<file path="src/rtl/spi_stat_pkg.sv">
package spi_stat_pkg;
  localparam int unsigned BIT_LOCK  = 31;
  localparam int unsigned BIT_RUN   = 23;
  localparam int unsigned BIT_DONE  = 22;
  localparam int unsigned BIT_THR   = 21;
  localparam int unsigned BIT_EMPTY = 20;
  localparam int unsigned N_STICKY  = 2;

  // Release request: a frame closes with the enable bit low, or a burst reaches its count.
  function automatic logic release_req(input logic frame_done, input logic xfer_en,
                                       input logic burst_mode, input logic burst_done);
    return (frame_done && !xfer_en) || (burst_mode && burst_done);
  endfunction
endpackage

</file>
<file path="src/rtl/spi_stat_lock.sv">
module spi_stat_lock #(
  parameter int unsigned DEPTH = 8,
  localparam int unsigned LVL_W = $clog2(DEPTH + 1)
) (
  input  logic             clk,
  input  logic             rst_n,
  input  logic             soft_rst,
  input  logic             xfer_en,
  input  logic             rel_req,
  input  logic [LVL_W-1:0] tx_lvl,
  input  logic             rxsr_full,
  output logic             hold,
  output logic             en_rise,
  output logic             lock
);
  localparam logic [LVL_W-1:0] FULL_LVL = LVL_W'(DEPTH);

  logic en_q;
  logic pend;

  assign hold    = (tx_lvl == FULL_LVL) || rxsr_full;
  assign en_rise = xfer_en && !en_q;

  always_ff @(posedge clk or negedge rst_n) begin
    if (!rst_n) begin
      en_q <= 1'b0;
      lock <= 1'b0;
      pend <= 1'b0;
    end else begin
      en_q <= xfer_en;
      if (soft_rst) begin
        lock <= 1'b0;
        pend <= 1'b0;
      end else if (en_rise) begin
        lock <= 1'b1;
        pend <= 1'b0;
      end else if (lock && (rel_req || pend)) begin
        if (hold) begin
          pend <= 1'b1;
        end else begin
          lock <= 1'b0;
          pend <= 1'b0;
        end
      end
    end
  end
endmodule

</file>
<file path="src/rtl/spi_stat_sticky.sv">
module spi_stat_sticky (
  input  logic clk,
  input  logic rst_n,
  input  logic soft_rst,
  input  logic set_ev,
  input  logic clr_wr,
  output logic flag
);
  always_ff @(posedge clk or negedge rst_n) begin
    if (!rst_n)          flag <= 1'b0;
    else if (soft_rst)   flag <= 1'b0;
    else if (set_ev)     flag <= 1'b1;
    else if (clr_wr)     flag <= 1'b0;
  end
endmodule

</file>
<file path="src/rtl/spi_stat_thr.sv">
module spi_stat_thr #(
  parameter int unsigned DEPTH = 8,
  localparam int unsigned LVL_W = $clog2(DEPTH + 1)
) (
  input  logic             clk,
  input  logic             rst_n,
  input  logic             soft_rst,
  input  logic [LVL_W-1:0] tx_lvl,
  input  logic [LVL_W-1:0] tx_thresh,
  output logic             thr_evt,
  output logic             empty_q
);
  logic [LVL_W-1:0] lvl_q;

  // One-step fall from thresh+1 onto thresh; widened so thresh+1 cannot wrap.
  function automatic logic fell_onto(input logic [LVL_W-1:0] prev,
                                     input logic [LVL_W-1:0] cur,
                                     input logic [LVL_W-1:0] thr);
    return ({1'b0, prev} == ({1'b0, thr} + 1'b1)) && (cur == thr);
  endfunction

  assign thr_evt = !soft_rst && fell_onto(lvl_q, tx_lvl, tx_thresh);

  always_ff @(posedge clk or negedge rst_n) begin
    if (!rst_n) begin
      lvl_q   <= '0;
      empty_q <= 1'b0;
    end else begin
      lvl_q   <= tx_lvl;
      empty_q <= (tx_lvl == '0);
    end
  end
endmodule

</file>
<file path="src/rtl/spi_stat_flags.sv">
module spi_stat_flags #(
  parameter int unsigned DEPTH = 8,
  localparam int unsigned LVL_W = $clog2(DEPTH + 1)
) (
  input  logic             clk,
  input  logic             rst_n,
  input  logic             soft_rst,
  input  logic             xfer_en,
  input  logic             burst_mode,
  input  logic             frame_done,
  input  logic             burst_done,
  input  logic             cs_deassert,
  input  logic [LVL_W-1:0] tx_lvl,
  input  logic [LVL_W-1:0] tx_thresh,
  input  logic             txsr_full,
  input  logic             rxsr_full,
  input  logic             irq_en,
  input  logic             wr_en,
  input  logic [31:0]      wr_data,
  output logic [31:0]      status,
  output logic             irq
);
  import spi_stat_pkg::*;

  logic rel_req, hold, en_rise, lock;
  logic thr_evt, empty_q, run_q;
  logic [N_STICKY-1:0] set_vec, clr_vec, flag_vec;
  logic unused_wr;

  assign rel_req = release_req(frame_done, xfer_en, burst_mode, burst_done);
  assign unused_wr = ^{wr_data[31:23], wr_data[20:0]};

  spi_stat_lock #(.DEPTH(DEPTH)) lock_i (
    .clk(clk), .rst_n(rst_n), .soft_rst(soft_rst), .xfer_en(xfer_en),
    .rel_req(rel_req), .tx_lvl(tx_lvl), .rxsr_full(rxsr_full),
    .hold(hold), .en_rise(en_rise), .lock(lock)
  );

  spi_stat_thr #(.DEPTH(DEPTH)) thr_i (
    .clk(clk), .rst_n(rst_n), .soft_rst(soft_rst), .tx_lvl(tx_lvl),
    .tx_thresh(tx_thresh), .thr_evt(thr_evt), .empty_q(empty_q)
  );

  // index 0: transfer complete, index 1: FIFO threshold
  assign set_vec = {thr_evt, cs_deassert};
  assign clr_vec = {wr_en && wr_data[BIT_THR], wr_en && wr_data[BIT_DONE]};

  for (genvar g = 0; g < N_STICKY; g++) begin : g_sticky
    spi_stat_sticky st_i (
      .clk(clk), .rst_n(rst_n), .soft_rst(soft_rst),
      .set_ev(set_vec[g]), .clr_wr(clr_vec[g]), .flag(flag_vec[g])
    );
  end

  always_ff @(posedge clk or negedge rst_n) begin
    if (!rst_n) begin
      run_q <= 1'b0;
      irq   <= 1'b0;
    end else begin
      run_q <= txsr_full;
      irq   <= thr_evt && irq_en;
    end
  end

  always_comb begin
    status            = '0;
    status[BIT_LOCK]  = lock;
    status[BIT_RUN]   = run_q;
    status[BIT_DONE]  = flag_vec[0];
    status[BIT_THR]   = flag_vec[1];
    status[BIT_EMPTY] = empty_q;
  end
endmodule

</file>
<file path="config.mk">
export PLATFORM = sky130hd
export DESIGN_NAME = spi_stat_flags
export DESIGN_NICKNAME = d
export VERILOG_FILES = /design/src/rtl/spi_stat_pkg.sv /design/src/rtl/spi_stat_lock.sv /design/src/rtl/spi_stat_sticky.sv /design/src/rtl/spi_stat_thr.sv /design/src/rtl/spi_stat_flags.sv
export SDC_FILE = /design/constraint.sdc
export NUM_CORES = 1
export LEC_CHECK = 0
export ABC_AREA = 1
export ABC_CLOCK_PERIOD_IN_PS = 2160
export BUFFER_PORTS_ARGS = -buffer_cell sky130_fd_sc_hd__buf_4
export CORE_UTILIZATION = 30
export CTS_CLUSTER_DIAMETER = 150
export DETAILED_ROUTE_END_ITERATION = 12
export HOLD_SLACK_MARGIN = 0.02
export PLACE_DENSITY = 0.74
export SLEW_MARGIN = 15
export SYNTH_ARGS = -nofsm -noshare
export SYNTH_HDL_FRONTEND = slang
export SYNTH_SLANG_ARGS = --single-unit
</file>
<file path="constraint.sdc">
create_clock -name clk -period 2.16 [get_ports clk]
set_clock_uncertainty 0.05 [all_clocks]
set_input_delay 0.432 -clock clk [delete_from_list [all_inputs] [get_ports clk]]
set_output_delay 0.432 -clock clk [all_outputs]
set_load 0.01 [all_outputs]
</file>
Yosys cells after proc, flatten, opt, wreduce, memory -nomap -nowiden:

Index checks and enable logic that the tools add are counted.

* flip-flop bits (word level): 12
* input bits: 52
* logic and storage cells: 48

* add/sub/neg operators: 1
* equality and inequality tests: 4
* multiplexer cells: 14
* reductions and logical operators: 20

Operator list (number)
* two-way mux 1 bit: 14
* logical AND 1 bit: 9
* nonzero test 3 bit: 3
* adder 4 x 1 -> 5 bit, second input constant: 1
* == test 4 x 5 -> 1 bit: 1
* == test 4 bit: 1
* == test 4 bit, second input constant: 1
* logical NOT 4 bit: 1
* logical NOT 1 bit: 3
* logical OR 1 bit: 3
* != test 3 x 2 -> 1 bit, second input constant: 1
* AND reduction 2 bit: 1

Longest topological paths before layout:

* depth after elaboration: 8
* depth in mapped cells: 9
* mapped depth without buffers: 9

Modules after synthesis:

From an unflattened synthesis, not the netlist that was laid out.

* cells, all modules: 124
* area total of the unflattened synthesis: 888.4 µm²

By module, submodules not included
* spi_stat_thr: instances 1, cells an instance 48, area an instance 319.1 µm², seq. area each 125.1 µm²
* spi_stat_flags: instances 1, cells an instance 43, area an instance 316.6 µm², seq. area each 50.0 µm²
* spi_stat_lock: instances 1, cells an instance 23, area an instance 162.7 µm², seq. area each 75.1 µm²
* spi_stat_sticky: instances 2, cells an instance 5, area an instance 45.0 µm², seq. area each 25.0 µm²

Least setup slack after synthesis:

OpenSTA, ideal clock, no wires.

* path kind: input to register
* start point: input port tx_thresh[0]
* end point: register irq
* arrival: 1147 ps
* data required time: 2041 ps
* slack: 894 ps
* stages on the path: 9
* path through: ha_1 > inv_1 > nand2_1 > nand2_1 > nor2_2 > nand2_1 > nor2_1 > nand2_1 > nor2_2

* cells in the longest elaborated chain, start to end: 5
* elaborated cells on any way between the ends: 6
* those cells by class: add/sub: 1; eq/ne: 2; reduce/logical: 3

Ends and longest elaborated chain
* start: declaration: RTL line spi_stat_flags.sv:14 `input logic [LVL_W-1:0] tx_thresh,`
* adder 4 x 1 -> 5 bit: RTL line spi_stat_thr.sv:19 `return ({1'b0, prev} == ({1'b0, thr} + 1'b1)) && (cur == thr);`
* == test 4 x 5 -> 1 bit: RTL line spi_stat_thr.sv:19
* logical AND 1 bit *: RTL line spi_stat_thr.sv:19
* logical AND 1 bit *: RTL line spi_stat_thr.sv:22 `assign thr_evt = !soft_rst && fell_onto(lvl_q, tx_lvl, tx_thresh);`
* logical AND 1 bit *: RTL line spi_stat_flags.sv:61 `irq <= thr_evt && irq_en;`
* end signal: assignment: RTL line spi_stat_flags.sv:61
* end: declaration: RTL line spi_stat_flags.sv:21 `output logic irq`

Mark *: on every way between the ends. The rest lies on a longest branch, timed or not.
A chain may end at the register's enable or synchronous reset.

Worst setup path in the final report:

* start point: register lock_i.lock
* end point: output port status[31]

RTL lines
* start: declaration: RTL line spi_stat_lock.sv:14 `output logic lock`
* start signal: assignment: RTL line spi_stat_lock.sv:27 `lock <= 1'b0;`
* start signal: assignment: RTL line spi_stat_lock.sv:32 `lock <= 1'b0;`
* start signal: assignment: RTL line spi_stat_lock.sv:35 `lock <= 1'b1;`
* end: declaration: RTL line spi_stat_flags.sv:20 `output logic [31:0] status,`

No word-level cell between the ends.

==> out/qor.yml <==
whs_ns: 0.217
cp_slowest_cell: "dfrtp_1"
p_leak_nw: 0.622
ys_ff_latch: 12
avgSynthCellArea_um2: 7.10
fill_cells: 308
grt_pass1_vias: 553
final_core_util_pct: 36.9
drive_gt1_share_pct: 23.5
cp_num_buf_inv: 1
period_needed_ns: 1.31
portBuffers: 27
grt_first_pass_wirelength_um: 2300
dr.pass1.iters: 4
cts.repair.resized: 0
cp-end-kind: "output port"
dominantRegCellSynth: "dfrtp_1"
cp_max_fo: 3
hold_viol_final: 0
detail-route-antenna-nets: 0
cp_cell_sequence: "buf_4"
synth-async-reset-ratio_pct: 100
cts.sinks: 12
max_freq_mhz: 763
post_cts_buffers: 0
fin_crit_sh_pct: 60.7
remaining_drc_errors: 0
rsz0062_at_grt: "false"
arrival_ns: 0.83
status: "completed"
antenna_cells: 0
yosys_warnings: 0
post_drt_wl_per_cell_um: 7.86
hpwl_um: 1160
seqCellArea_um2: 300
worstReg2RegStart: "thr_i.lvl_q[3]"
peakVddDrop_uv: 287
area_delta_synth_final_pct: 16.6
synth.distinct_cells: 13
synth_edf_count: 0
coreArea_um2: 2760
grt_antenna_before_repair: 0
via_count: 694
r2r_slack_ns: 1.15
slowest_delay_ns: 0.41
die_h_um: 56.0
tns_ns: 0
setup_viol: 0
die_area_um2: 3130
multi_input_area_um2: 374
worstReg2RegEnd: "irq"
synth.yosys.seq_area_share_pct: 34.4
clk_latency_ns: 0.27
worst_ep_required_time_ns: 1.68
grt_max_degree: 13
start_util_pct: 31.7
clockBufferDepth: 2
hold_path_end: "run_q"
r2r_cells: 7
startpoint_type: "flop"
clock-root-buffer: "clkbuf_4"
critPathKind: "reg -> out"
min_path_type: "in -> reg"
clk_pin_slew_ns: 0.08
via_per_inst: 3.86
cts_tree: "built"
netlist_area_um2: 873
min-delay-start: "txsr_full"
fp-row-count: 19
power.density_nw_per_um2: 522
routabilityCongestion: 0.792
worstHoldPathCells: 1
htree_levels: 1
die_w_um: 56.0
final_nets: 203
drv_slew: 0
crit_family: "flip-flops"
routed_wl_um: 1410
numCtsBuffers: 3
netlist_instances: 123
drt_iter0_drc: 8
grt_overflow_total: 0
grt_usage_pct: 9.43
io_pins: 85
drv_cap: 0
-- state kept, by name (all words and copies together), names as in the netlist --
signal	count
thr_i.lvl_q	4
run_q	1
lock_i.lock	1
thr_i.empty_q	1
lock_i.en_q	1
g_sticky.st_i.flag	2
irq	1
lock_i.pend	1
-- layer usage --
| metal | vias up | routed length, µm | track usage, % |
|---|---|---|---|
| met3 | 0 | 82 | 2.79 |
| met4 | 0 | 0 | 2.09 |
| li1 | 363 | - | - |
| met2 | 30 | 701 | 15.8 |
| met1 | 301 | 630 | 12.0 |
| met5 | - | 0 | 0 |
-- final cells by class --
| type | count | area share, % |
|---|---|---|
| timing repair buffer | 28 | 20.9 |
| inverter | 15 | 5.53 |
| sequential | 12 | 29.5 |
| multi-input combinational | 90 | 36.7 |
| tap | 31 | 3.81 |
| clock buffer | 4 | 3.56 |
-- Yosys cell counts, types with 2 or more instances --
cell type  instances  area [µm²]
a21oi_1            4        20.0
buf_4             32         240
dfrtp_1           12         300
inv_1             14        52.6
nand2_1           37         139
nand3_1            4        20.0
nand3b_1           2        15.0
nor2_1            11        41.3
nor2_2             3        18.8
-- cell families (layout without fill, tap and decap cells) --
| family | count (synthesis) | count (layout) | synth area share [%] |
|---|---|---|---|
| AO/OA/AOI/OAI | 4 | 4 | 2.29 |
| adder cells (fa/ha/maj) | 1 | 1 | 1.43 |
| buffers and inverters | 47 | 47 | 34.0 |
| flip-flops | 12 | 12 | 34.4 |
| other | 1 | 27 | 0.429 |
| AND/OR/NAND/NOR | 58 | 58 | 27.5 |
-- worst max-delay path by stage --
stage,start,cells past startpoint,to,slack (ns)
2_1_floorplan,tx_thresh[0],9,irq,0.89
3_3_place_gp,tx_thresh[0],10,irq,0.67
3_5_place_dp,tx_thresh[0],10,irq,0.64
4_1_cts,lock_i.lock,1,status[31],0.83
5_1_grt,lock_i.lock,1,status[31],0.81
6_report,lock_i.lock,1,status[31],0.85
-- power breakdown --
group	switching, mW	internal, mW	total, mW
Sequential	0.00500	0.234	0.239
Combinational	0.0677	0.0496	0.117
Clock	0.0730	0.102	0.175
Total	0.146	0.386	0.532
-- metrics by stage --
stage	cell area (µm²)	instances	setup WS [ns]	total power [mW]
global route	1020	180	0.815	0.568
floorplan	971	149	0.894	0.347
detailed placement	972	175	0.643	0.360
global placement	972	175	0.665	0.358
finish	1020	180	0.849	0.532
CTS	1020	180	0.832	0.544
-- what timing repair did --
| item | in CTS | in global routing |
|---|---|---|
| hold buffers | 1 | 0 |
| endpoints found under the setup margin | 0 | 0 |
| hold endpoints to repair | 12 | 0 |
-- placed cells by master (no fill, tap or decap) --
cell,Yosys,final
a21oi_1,4,4
buf_4,32,27
clkbuf_4,0,3
clkbuf_8,0,1
conb_1,1,27
dfrtp_1,12,12
dlygate4sd3_1,0,1
ha_1,1,1
inv_1,14,14
inv_2,1,1
nand2_1,37,37
nand3_1,4,4
nand3b_1,2,2
nor2_1,11,11
nor2_2,3,3
nor4_1,1,1
(Power assumes the default switching activity.)
